`src/rtl/bpwp_pkg.sv`:
```
package bpwp_pkg;
  typedef enum logic {
    MODE_WATCH = 1'b0,
    MODE_HALT  = 1'b1
  } bp_mode_e;

  localparam int DIR_RD_BIT = 0;
  localparam int DIR_WR_BIT = 1;
endpackage

```
`src/rtl/bpwp_match.sv`:
```
module bpwp_match #(
  parameter int AW      = 16,
  parameter bit IS_DATA = 1'b0
) (
  input  logic          bus_valid,
  input  logic          bus_write,
  input  logic [AW-1:0] bus_addr,
  input  logic [AW-1:0] ref_addr,
  input  logic [1:0]    dir,
  output logic          hit
);
  import bpwp_pkg::*;

  logic dir_ok;

  generate
    if (IS_DATA) begin : g_data
      always_comb dir_ok = bus_write ? dir[DIR_WR_BIT] : dir[DIR_RD_BIT];
    end else begin : g_fetch
      logic unused_dir;
      always_comb begin
        unused_dir = ^{dir, bus_write};
        dir_ok     = 1'b1;
      end
    end
  endgenerate

  always_comb hit = bus_valid && (bus_addr == ref_addr) && dir_ok;
endmodule

```
`src/rtl/bpwp_slot.sv`:
```
module bpwp_slot #(
  parameter int AW      = 16,
  parameter int CW      = 8,
  parameter bit IS_DATA = 1'b0
) (
  input  logic          clk,
  input  logic          rst_n,
  input  logic          cfg_load,
  input  logic [AW-1:0] cfg_addr,
  input  logic [CW-1:0] cfg_count,
  input  logic          cfg_halt,
  input  logic          cfg_enable,
  input  logic [1:0]    cfg_dir,
  input  logic          bus_valid,
  input  logic          bus_write,
  input  logic [AW-1:0] bus_addr,
  output logic          fire,
  output logic          halt_mode,
  output logic          sticky
);
  import bpwp_pkg::*;

  logic [AW-1:0] ref_addr;
  logic [CW-1:0] target;
  logic [CW-1:0] occ;
  logic [1:0]    dir;
  bp_mode_e      mode;
  logic          armed;
  logic          hit;
  logic [CW:0]   occ_next;
  logic          last;

  bpwp_match #(.AW(AW), .IS_DATA(IS_DATA)) i_match (
    .bus_valid (bus_valid),
    .bus_write (bus_write),
    .bus_addr  (bus_addr),
    .ref_addr  (ref_addr),
    .dir       (dir),
    .hit       (hit)
  );

  // a target of 0 or 1 both make the first match the last one
  always_comb begin
    occ_next = {1'b0, occ} + 1'b1;
    last     = occ_next >= {1'b0, target};
  end

  always_ff @(posedge clk or negedge rst_n) begin
    if (!rst_n) begin
      ref_addr <= '0;
      target   <= '0;
      occ      <= '0;
      dir      <= '0;
      mode     <= MODE_WATCH;
      armed    <= 1'b0;
      fire     <= 1'b0;
      sticky   <= 1'b0;
    end else begin
      fire <= 1'b0;
      if (cfg_load) begin
        ref_addr <= cfg_addr;
        target   <= cfg_count;
        dir      <= cfg_dir;
        mode     <= cfg_halt ? MODE_HALT : MODE_WATCH;
        armed    <= cfg_enable;
        occ      <= '0;
        sticky   <= 1'b0;
      end else if (armed && hit) begin
        if (last) begin
          fire   <= 1'b1;
          armed  <= 1'b0;
          sticky <= 1'b1;
        end else begin
          occ <= occ_next[CW-1:0];
        end
      end
    end
  end

  always_comb halt_mode = (mode == MODE_HALT);
endmodule

```
`src/rtl/bpwp_unit.sv`:
```
module bpwp_unit #(
  parameter int NUM_I = 2,
  parameter int AW    = 16,
  parameter int CW    = 8,
  localparam int NCMP = NUM_I + 1,
  localparam int IW   = (NCMP > 1) ? $clog2(NCMP) : 1
) (
  input  logic            clk,
  input  logic            rst_n,
  input  logic            if_valid,
  input  logic [AW-1:0]   if_addr,
  input  logic            db_valid,
  input  logic            db_write,
  input  logic [AW-1:0]   db_addr,
  input  logic            cfg_we,
  input  logic [IW-1:0]   cfg_idx,
  input  logic [AW-1:0]   cfg_addr,
  input  logic [CW-1:0]   cfg_count,
  input  logic            cfg_halt,
  input  logic            cfg_enable,
  input  logic [1:0]      cfg_dir,
  output logic            halt_req,
  output logic            wp_hit,
  output logic [NCMP-1:0] hit_src,
  output logic [NCMP-1:0] status
);
  logic [NCMP-1:0] fire;
  logic [NCMP-1:0] halt_mode;
  logic [NCMP-1:0] sticky;

  generate
    for (genvar i = 0; i < NCMP; i++) begin : g_slot
      localparam bit IS_DATA = (i == NUM_I);
      logic          load;
      logic          b_valid;
      logic          b_write;
      logic [AW-1:0] b_addr;

      always_comb begin
        load    = cfg_we && (cfg_idx == IW'(i));
        b_valid = IS_DATA ? db_valid : if_valid;
        b_write = IS_DATA ? db_write : 1'b0;
        b_addr  = IS_DATA ? db_addr  : if_addr;
      end

      bpwp_slot #(.AW(AW), .CW(CW), .IS_DATA(IS_DATA)) i_slot (
        .clk        (clk),
        .rst_n      (rst_n),
        .cfg_load   (load),
        .cfg_addr   (cfg_addr),
        .cfg_count  (cfg_count),
        .cfg_halt   (cfg_halt),
        .cfg_enable (cfg_enable),
        .cfg_dir    (cfg_dir),
        .bus_valid  (b_valid),
        .bus_write  (b_write),
        .bus_addr   (b_addr),
        .fire       (fire[i]),
        .halt_mode  (halt_mode[i]),
        .sticky     (sticky[i])
      );
    end
  endgenerate

  always_comb begin
    hit_src  = fire;
    status   = sticky;
    halt_req = |(fire & halt_mode);
    wp_hit   = |(fire & ~halt_mode);
  end
endmodule

```
`config.mk`:
```
export PLATFORM = sky130hd
export DESIGN_NAME = bpwp_unit
export DESIGN_NICKNAME = d
export VERILOG_FILES = /design/src/rtl/bpwp_pkg.sv /design/src/rtl/bpwp_match.sv /design/src/rtl/bpwp_slot.sv /design/src/rtl/bpwp_unit.sv
export SDC_FILE = /design/constraint.sdc
export NUM_CORES = 1
export LEC_CHECK = 0
export BUFFER_PORTS_ARGS = -buffer_cell sky130_fd_sc_hd__buf_2
export CAP_MARGIN = 30
export CORE_MARGIN = 5
export CORE_UTILIZATION = 54
export CTS_BUF_LIST = sky130_fd_sc_hd__clkbuf_8
export CTS_CLUSTER_DIAMETER = 100
export DETAILED_ROUTE_END_ITERATION = 8
export GPL_TIMING_DRIVEN = 0
export HOLD_SLACK_MARGIN = 0.15
export PLACE_DENSITY_LB_ADDON = 0.2
export SLEW_MARGIN = 20
export SYNTH_ARGS = -nofsm -noshare
export SYNTH_HDL_FRONTEND = slang
export SYNTH_SLANG_ARGS = --single-unit
```
`constraint.sdc`:
```
create_clock -name clk -period 3.2 [get_ports clk]
set_input_delay 0.48 -clock clk [delete_from_list [all_inputs] [get_ports clk]]
set_output_delay 0.48 -clock clk [all_outputs]
set_load 0.1 [all_outputs]
```
==> metrics.yaml, run 1 <==
status: "complete, no violations"
layout_min_cycle_time_ns: 3.16
htree_levels: 3
drv_slew: 0
cts_sinks: 110
dp_cells: 848
synth_edf_count: 0
nets: 828
end_kind: "register"
synthToLayoutAreaGrowth_pct: 18.3
skew_ns: 0.0105
slew_headroom: 0.558
numPortBuffers: 75
clk_pin_slew_ns: 0.11
die_h_um: 114
vias: 4867
synth_cell_type_count: 48
final-hold-violation-count: 0
grt_pass1_vias: 4872
clkLatencyLatePin_ns: 0.39
reg2reg_to: "g_slot[2].i_slot.occ[5]$_DFFE_PN0P_"
synth-seq-area-share: 0.467
r2r_slack_ns: 0.04
synth_nets: 727
nFillCells: 948
grt_max_degree: 70
tightest_slew_ns: 0.663
crit_end: "g_slot[2].i_slot.occ[5]$_DFFE_PN0P_"
drv_cap: 0
dp_hpwl_um: 11100
cp-start-kind: "register"
r2r_cells: 11
peakVddDrop_mv: 0.332
cp_slowest_cell: "or4_4"
drt-total-wl_um: 14800
setup-violations-final: 0
post_drt_wl_per_cell_um: 16.9
fin_crit_sh: 0.986
synthFlopType: "dfrtp_1"
cellPowerDensity_mw_per_mm2: 443
critPathRequiredTime_ns: 3.51
io_pins: 76
ant_nets: 0
instances_no_fill: 879
vias_per_cell: 5.54
gp_congestion: 0.898
antenna_found_initial: 2
holdPathStages: 3
r2r_start: "g_slot[2].i_slot.occ[0]$_DFFE_PN0P_"
ys_async_sr_fraction: 1.00
cp.depth: 11
grt-ovfl-total: 0
cp_cell_sequence: "buf_6 -> nand3_4 -> or2_2 -> xnor2_1 -> ha_1 -> and3_4 -> a41o_1 -> or4_4 -> buf_8 -> or3_4 -> a21oi_2"
drtIter0Drc: 281
worst-path-max-fanout: 6
cts_tree: "yes"
die_width_um: 114
dieArea_mm2: 0.0131
grt_use_total: 0.235
drt_first_pass_iters: 5
syn_area_per_cell_um2: 9.32
worst-path-buf-inv: 2
cp-startpoint: "g_slot[2].i_slot.occ[0]$_DFFE_PN0P_"
core_area_mm2: 0.0107
rsz0062_at_grt: "true"
drive_above_1_share: 0.215
synth-seq-cells: 110
worstSetupPathType: "reg -> reg"
cp_top_family: "simple AND/OR/NAND/NOR gates"
hold_ws_ns: 0.282
cts_buffers: 9
max_stage_delay_ns: 0.60
fin_total_pwr_w: 0.00309
start_util: 0.548
cts_root_buffer: "clkbuf_8"
syn_area_mm2: 0.00589
setup_tns_ns: 0
row_count: 38
clock_path_buffers: 2
grt_first_pass_wirelength_um: 23700
syn_inst: 632
drc: 0
utilization: 0.648
fmax_ghz: 0.317
arrival_ns: 3.47
p_leak_nw: 3.41
yosysWarnings: 0
hold_class: "in -> reg"
## registers in the layout, summed over array words and instances, names as in the netlist
name / count
g_slot.i_slot.dir: 2
g_slot.i_slot.fire: 3
g_slot.i_slot.halt_mode: 3
g_slot.i_slot.ref_addr: 48
g_slot.i_slot.sticky: 3
g_slot.i_slot.armed: 3
g_slot.i_slot.occ: 24
g_slot.i_slot.target: 24
## worst min-delay path by stage
stage,from,to
floorplan,rst_n,g_slot[0].i_slot.armed$_DFFE_PN0P_
global placement,g_slot[2].i_slot.dir[0]$_DFFE_PN0P_,g_slot[2].i_slot.dir[0]$_DFFE_PN0P_
detailed placement,rst_n,g_slot[2].i_slot.occ[6]$_DFFE_PN0P_
CTS,cfg_dir[1],g_slot[2].i_slot.dir[1]$_DFFE_PN0P_
global route,cfg_dir[1],g_slot[2].i_slot.dir[1]$_DFFE_PN0P_
finish,cfg_dir[1],g_slot[2].i_slot.dir[1]$_DFFE_PN0P_
## what timing repair did
item / in CTS / in global routing
buffers inserted: 5 / 7
hold buffers: 1 / 0
setup endpoints to repair: 17 / 15
resized for setup: 10 / 28
cloned: 0 / 1
hold endpoints to repair: 41 / 0
pin swaps: 4 / 9
## cells in the final DEF (no fill, tap or decap), types with 10 or more instances in the layout
| cell | instances |
|---|---|
| a21oi_1 | 18 |
| nor2_1 | 15 |
| buf_2 | 76 |
| dfrtp_1 | 109 |
| or3_1 | 10 |
| o21ai_0 | 35 |
| inv_1 | 37 |
| nand2_1 | 158 |
| or4_1 | 10 |
| xnor2_1 | 32 |
| xor2_1 | 32 |
| clkbuf_1 | 19 |
| nand4_1 | 12 |
| ha_1 | 24 |
| mux2_2 | 17 |
| buf_4 | 18 |
## worst register-to-register path, cell delays in order, from the launching register on
cell     delay [ns]
dfrtp_1        0.43
buf_6          0.14
nand3_4        0.10
or2_2          0.35
xnor2_1        0.14
ha_1           0.29
and3_4         0.17
a41o_1         0.24
or4_4          0.60
buf_8          0.16
or3_4          0.33
a21oi_2        0.14
## metal layers
metal,GRT usage,vias to the layer above,part of all wire
li1,-,2325,-
met1,0.305,2368,0.43
met4,0.0823,4,0.030
met2,0.377,133,0.48
met5,0,-,0.00094
met3,0.0677,37,0.061
## power breakdown
part / switching (W) / internal [W] / total (W)
Clock: 0.000509 / 0.000371 / 0.000879
Sequential: 0.0000974 / 0.00156 / 0.00166
Combinational: 0.000314 / 0.000241 / 0.000555
Total: 0.000920 / 0.00217 / 0.00309
## through the flow
step / worst slack [ns] / area [um^2]
6_report: 0.0439 / 6970
3_3_place_gp: -0.208 / 6440
5_1_grt: -0.0731 / 6970
4_1_cts: 0.00340 / 6760
3_5_place_dp: -0.317 / 6470
2_1_floorplan: 0.0279 / 5890
## cells in the mapped netlist (all sizes together), types with 2 or more instances
library cell / count / area (um^2)
nand2: 158 / 593
dfrtp: 110 / 2750
inv: 37 / 139
o21ai: 35 / 175
xnor2: 34 / 298
xor2: 32 / 280
ha: 27 / 338
clkbuf: 21 / 78.8
a21oi: 19 / 95.1
nor2: 19 / 71.3
mux2: 17 / 191
nand3: 13 / 65.1
nand4: 12 / 75.1
or3: 11 / 68.8
or4: 11 / 86.3
nor4: 9 / 56.3
buf: 8 / 61.3
o31ai: 7 / 52.6
nor2b: 5 / 31.3
a21o: 4 / 30.0
and2: 4 / 25.0
mux2i: 4 / 40.0
o211ai: 4 / 30.0
nand2b: 3 / 18.8
o21a: 3 / 22.5
a221oi: 2 / 23.8
a222oi: 2 / 20.0
and3: 2 / 12.5
and3b: 2 / 17.5
nand3b: 2 / 15.0
or2: 2 / 12.5
## logic make-up after synthesis
group           count (synthesis)  share of synthesized area
mux                            21                     0.0393
buf+inv                        66                     0.0474
xor+xnor                       66                     0.0981
fa+ha+maj                      27                     0.0573
simple gates                  258                      0.202
compound gates                 84                     0.0888
flops                         110                      0.467
## final cells by class
cell class | instances | area (um^2) | area share
clock buffer | 9 | 124 | 0.0178
sequential | 110 | 2750 | 0.395
buffer | 29 | 149 | 0.0214
multi-input combinational | 456 | 3010 | 0.432
inverter | 37 | 139 | 0.0199
antenna | 1 | 2.50 | 0.000359
tap | 140 | 175 | 0.0251
clock inverter | 7 | 77.6 | 0.0111
timing repair buffer | 90 | 538 | 0.0772
(Power assumes the default switching activity.)
==> inputs of run 2 (changes only) <==
--- a/config.mk
+++ b/config.mk
@@ -15,7 +15,7 @@
 export GPL_TIMING_DRIVEN = 0
 export HOLD_SLACK_MARGIN = 0.15
 export PLACE_DENSITY_LB_ADDON = 0.2
-export SLEW_MARGIN = 20
+export RECOVER_POWER = 100
 export SYNTH_ARGS = -nofsm -noshare
 export SYNTH_HDL_FRONTEND = slang
 export SYNTH_SLANG_ARGS = --single-unit
==> metrics.yaml, run 2 (synthesis gave the netlist of run 1 again) <==
start_util: 0.548
fin_total_pwr_w: 0.00308
multi_input_area_mm2: 0.00301
htree_levels: 3
reg_top3: "g_slot.i_slot.ref_addr: 48 flops, g_slot.i_slot.occ: 24 flops, g_slot.i_slot.target: 24 flops"
final.setup.worst_slack_ns: 0.0440
instances_no_fill: 879
io_pins: 76
clock_path_buffers: 2
ff_latch_area_mm2: 0.00275
cts_buffers: 9
drt_first_pass_iters: 6
drc: 0
peakVddDrop_mv: 0.331
top_register: "g_slot.i_slot.ref_addr"
setup_tns_ns: 0
cellPowerDensity_mw_per_mm2: 445
grt_first_pass_wirelength_um: 23700
p_int_w: 0.00217
drive_above_1_share: 0.202
vias_per_cell: 5.54
largest_reg_flops: 48
drtIter0Drc: 252
cts_tree: "yes"
numPortBuffers: 75
grt-ovfl-total: 0
drt-total-wl_um: 14900
cts_sinks: 110
dp_hpwl_um: 11100
vias: 4873
rsz0062_at_grt: "true"
row_count: 38
final_cell_mix: "158 x nand2_1, 109 x dfrtp_1, 66 x buf_2, 37 x inv_1, 35 x o21ai_0"
nets: 828
tightest_slew_ns: 1.18
ant_nets: 0
synthToLayoutAreaGrowth_pct: 17.6
post_drt_wl_per_cell_um: 16.9
cp-start-kind: "register"
p_clk_frac: 0.285
grt_pass1_vias: 4870
setup-violations-final: 0
skew_ns: 0.00994
worstSetupPathType: "reg -> reg"
arrival_ns: 3.47
clk_pin_slew_ns: 0.11
die_width_um: 114
grt_max_degree: 70
final_common_cell: "nand2_1"
switching_share: 0.298
switchingPower_w: 0.000919
final-hold-violation-count: 0
slew_headroom: 0.217
nFillCells: 952
critPathRequiredTime_ns: 3.51
dp_cells: 848
fmax_ghz: 0.317
end_kind: "register"
drv_slew: 0
drv_cap: 0
utilization: 0.645
fin_crit_sh: 0.986
grt_use_total: 0.235
p_leak_nw: 3.36
power.share.sequential: 0.537
die_h_um: 114
dp_slack_ns: -0.317
antenna_found_initial: 1
layout_min_cycle_time_ns: 3.16
worst-path-max-fanout: 6
cts_root_buffer: "clkbuf_8"
dieArea_mm2: 0.0131
combPwrFrac: 0.178
hold_class: "in -> reg"
gp_congestion: 0.898
core_area_mm2: 0.0107
status: "complete, no violations"
clkLatencyLatePin_ns: 0.39
## run 2: per-stage QoR
| step | hold slack (ns) | cell area, um^2 |
|---|---|---|
| detailed placement | 0.475 | 6470 |
| finish | 0.282 | 6930 |
| floorplan | 0.184 | 5890 |
| global route | 0.272 | 6930 |
| CTS | 0.265 | 6760 |
| global placement | 0.457 | 6440 |
## run 2: cell type report
cell class              count  share of cell area
multi-input cells         456               0.434
flip-flops and latches    110               0.397
repair buffers             90              0.0722
well taps                 140              0.0253
plain buffers              29              0.0213
inverters                  37              0.0200
clock buffers               9              0.0179
clock inverters             7              0.0112
diodes                      1            0.000361
## run 2: what timing repair did
action / CTS / global route
cloned: 0 / 1
pin swaps: 4 / 9
setup buffers: 5 / 7
gates resized for setup: 10 / 28
hold buffers: 1 / 0
endpoints found under the setup margin: 17 / 15
hold endpoints to repair: 41 / 0
## run 2: final timing paths
kind | slack, ns | startpoint | cells after the start | to
max | 0.04 | g_slot[2].i_slot.occ[0]$_DFFE_PN0P_ | 11 | g_slot[2].i_slot.occ[5]$_DFFE_PN0P_
min | 0.28 | cfg_dir[1] | 3 | g_slot[2].i_slot.dir[1]$_DFFE_PN0P_
max reg2reg | 0.04 | g_slot[2].i_slot.occ[0]$_DFFE_PN0P_ | 11 | g_slot[2].i_slot.occ[5]$_DFFE_PN0P_
min reg2reg | 0.50 | g_slot[2].i_slot.target[0]$_DFFE_PN0P_ | 2 | g_slot[2].i_slot.target[0]$_DFFE_PN0P_
max in group asynchronous | 0.80 | rst_n | 3 | g_slot[0].i_slot.occ[4]$_DFFE_PN0P_
min in group asynchronous | 0.80 | rst_n | 2 | g_slot[2].i_slot.occ[4]$_DFFE_PN0P_
## run 2: power by group through the flow
stage,Combinational [W],Sequential [W],Clock [W]
finish,0.000551,0.00166,0.000879
global route,0.000618,0.00168,0.000970
CTS,0.000552,0.00166,0.000901
detailed placement,0.000544,0.00168,0
global placement,0.000519,0.00168,0
floorplan,0.000355,0.00166,0
## run 2: worst max-delay path, cell delays in order, from the launching register on
cell and delay (ns):
dfrtp_1 0.43, buf_6 0.14, nand3_4 0.10, or2_2 0.35
xnor2_1 0.14, ha_1 0.29, and3_4 0.17, a41o_1 0.24
or4_4 0.60, buf_8 0.16, or3_4 0.33, a21oi_2 0.14
## run 2: layer usage
metal  share of wire  GRT usage  vias up
met5         0.00047          0        -
met4           0.030     0.0823        2
met3           0.060     0.0677       34
met2            0.48      0.377      155
met1            0.43      0.305     2357
li1                -          -     2325
==> inputs of run 3 (changes only) <==
--- a/config.mk
+++ b/config.mk
@@ -7,8 +7,10 @@
 export LEC_CHECK = 0
 export BUFFER_PORTS_ARGS = -buffer_cell sky130_fd_sc_hd__buf_2
 export CAP_MARGIN = 30
+export CELL_PAD_IN_SITES_DETAIL_PLACEMENT = 1
+export CELL_PAD_IN_SITES_GLOBAL_PLACEMENT = 1
 export CORE_MARGIN = 5
-export CORE_UTILIZATION = 54
+export CORE_UTILIZATION = 46
 export CTS_BUF_LIST = sky130_fd_sc_hd__clkbuf_8
 export CTS_CLUSTER_DIAMETER = 100
 export DETAILED_ROUTE_END_ITERATION = 8
==> constraint.sdc (replaced) <==
create_clock -name clk -period 3.4 [get_ports clk]
set_input_delay 0.51 -clock clk [delete_from_list [all_inputs] [get_ports clk]]
set_output_delay 0.51 -clock clk [all_outputs]
set_load 0.1 [all_outputs]
==> metrics.yaml, run 3 (synthesis gave the netlist of run 1 again) <==
diodes: 0
dieArea_mm2: 0.0152
cp_cell_sequence: "buf_4 -> nand3_2 -> or2_2 -> xnor2_1 -> ha_1 -> and3_2 -> a221oi_4 -> nand2_1 -> or4_4 -> buf_6 -> or3_1 -> a21oi_1"
layout_min_cycle_time_ns: 3.29
cellPowerDensity_mw_per_mm2: 436
drt_first_pass_iters: 4
skew_ns: 0.0127
largest_reg_flops: 48
drive_above_1_share: 0.185
dp_cells: 880
grt_first_pass_wirelength_um: 27100
drtIter0Drc: 217
row_count: 41
grt-ovfl-total: 0
tightest_slew_ns: 1.18
instances_no_fill: 903
vias_per_cell: 5.45
cts_root_buffer: "clkbuf_8"
numPortBuffers: 75
die_width_um: 123
place_area_mm2: 0.00651
hold_class: "in -> reg"
grt_max_degree: 69
clock_path_buffers: 2
drv_slew: 0
clk_pin_slew_ns: 0.10
ant_nets: 0
p_leak_nw: 3.32
cts_tree: "yes"
critPathRequiredTime_ns: 3.71
utilization: 0.545
core_area_mm2: 0.0126
setup-violations-final: 0
max_stage_delay_ns: 0.47
peakVddDrop_mv: 0.422
grt_pass1_vias: 5455
combPwrFrac: 0.178
final_cell_mix: "158 x nand2_1, 110 x dfrtp_1, 65 x buf_2, 37 x inv_1, 35 x o21ai_0"
synthToLayoutAreaGrowth_pct: 16.3
end_kind: "register"
drt-total-wl_um: 16700
fmax_ghz: 0.304
cp_top_family: "simple AND/OR/NAND/NOR gates"
grt_use_total: 0.234
switching_share: 0.295
cts_sinks: 110
worst-path-buf-inv: 2
vias: 4919
power.share.sequential: 0.524
final-hold-violation-count: 0
nFillCells: 1487
nets: 821
stdcell_area_mm2: 0.00685
switchingPower_w: 0.000880
die_h_um: 123
gp_congestion: 0.889
drc: 0
top_register: "g_slot.i_slot.ref_addr"
io_pins: 76
htree_levels: 3
worst-path-max-fanout: 10
post_drt_wl_per_cell_um: 18.5
dp_hpwl_um: 12900
slew_headroom: 0.215
fin_crit_sh: 0.968
cts_buffers: 9
worstSetupPathType: "reg -> reg"
p_int_w: 0.00211
clkLatencyLatePin_ns: 0.39
cp_slowest_cell: "or4_4"
hold_ws_ns: 0.326
setup_tns_ns: 0
reg_top3: "g_slot.i_slot.ref_addr: 48 flops, g_slot.i_slot.occ: 24 flops, g_slot.i_slot.target: 24 flops"
antenna_found_initial: 0
p_clk_frac: 0.298
status: "complete, no violations"
arrival_ns: 3.60
final_common_cell: "nand2_1"
cp-start-kind: "register"
drv_cap: 0
start_util: 0.469
## run 3: final cells by class
class                      count  area, um^2  area share
multi-input combinational    456        2950       0.431
buffer                        27         131      0.0192
inverter                      37         139      0.0203
clock inverter                 7        97.6      0.0142
clock buffer                   9         124      0.0181
tap                          172         215      0.0314
sequential                   110        2750       0.402
timing repair buffer          85         442      0.0645
## run 3: metal layers
| layer | track usage | wire [um] | vias to the layer above |
|---|---|---|---|
| met4 | 0.0664 | 363 | 0 |
| met5 | 0 | 0 | - |
| li1 | - | - | 2308 |
| met2 | 0.418 | 8730 | 101 |
| met3 | 0.0526 | 782 | 26 |
| met1 | 0.281 | 6870 | 2484 |
## run 3: power by group through the flow
stage	clock [W]	sequential (W)	combinational, W
global placement	0	0.00158	0.000498
floorplan	0	0.00156	0.000334
detailed placement	0	0.00159	0.000535
global route	0.000978	0.00158	0.000601
finish	0.000890	0.00156	0.000533
CTS	0.000914	0.00157	0.000542
## run 3: path summary, 6_finish.rpt
kind / from / to / slack [ns] / cells past startpoint
max in group asynchronous: rst_n / g_slot[1].i_slot.occ[6]$_DFFE_PN0P_ / 0.96 / 3
worst min register to register: g_slot[2].i_slot.sticky$_DFFE_PN0P_ / g_slot[2].i_slot.sticky$_DFFE_PN0P_ / 0.50 / 1
worst max-delay path: g_slot[2].i_slot.occ[0]$_DFFE_PN0P_ / g_slot[2].i_slot.occ[5]$_DFFE_PN0P_ / 0.11 / 12
worst max register to register: g_slot[2].i_slot.occ[0]$_DFFE_PN0P_ / g_slot[2].i_slot.occ[5]$_DFFE_PN0P_ / 0.11 / 12
worst min-delay path: cfg_dir[0] / g_slot[2].i_slot.dir[0]$_DFFE_PN0P_ / 0.33 / 3
min in group asynchronous: rst_n / g_slot[2].i_slot.ref_addr[12]$_DFFE_PN0P_ / 0.82 / 2
## run 3: worst reg2reg max path, cell delays in order, from the launching register on
cell	delay (ns)
dfrtp_1	0.41
buf_4	0.16
nand3_2	0.13
or2_2	0.35
xnor2_1	0.20
ha_1	0.27
and3_2	0.22
a221oi_4	0.30
nand2_1	0.08
or4_4	0.47
buf_6	0.17
or3_1	0.31
a21oi_1	0.14
## run 3: per-stage QoR
stage               worst slack, ns  total power, W
floorplan                     0.228         0.00190
global placement            -0.0860         0.00208
detailed placement           -0.269         0.00212
CTS                          0.0236         0.00302
global route                -0.0612         0.00316
finish                        0.110         0.00299
## run 3: what timing repair did
action                                  CTS  global route
buffers inserted                          5             3
hold buffers                              1             0
endpoints found under the setup margin   16            20
resized for setup                         5            13
pin swaps                                 2             5
endpoints found under the hold margin    42             0
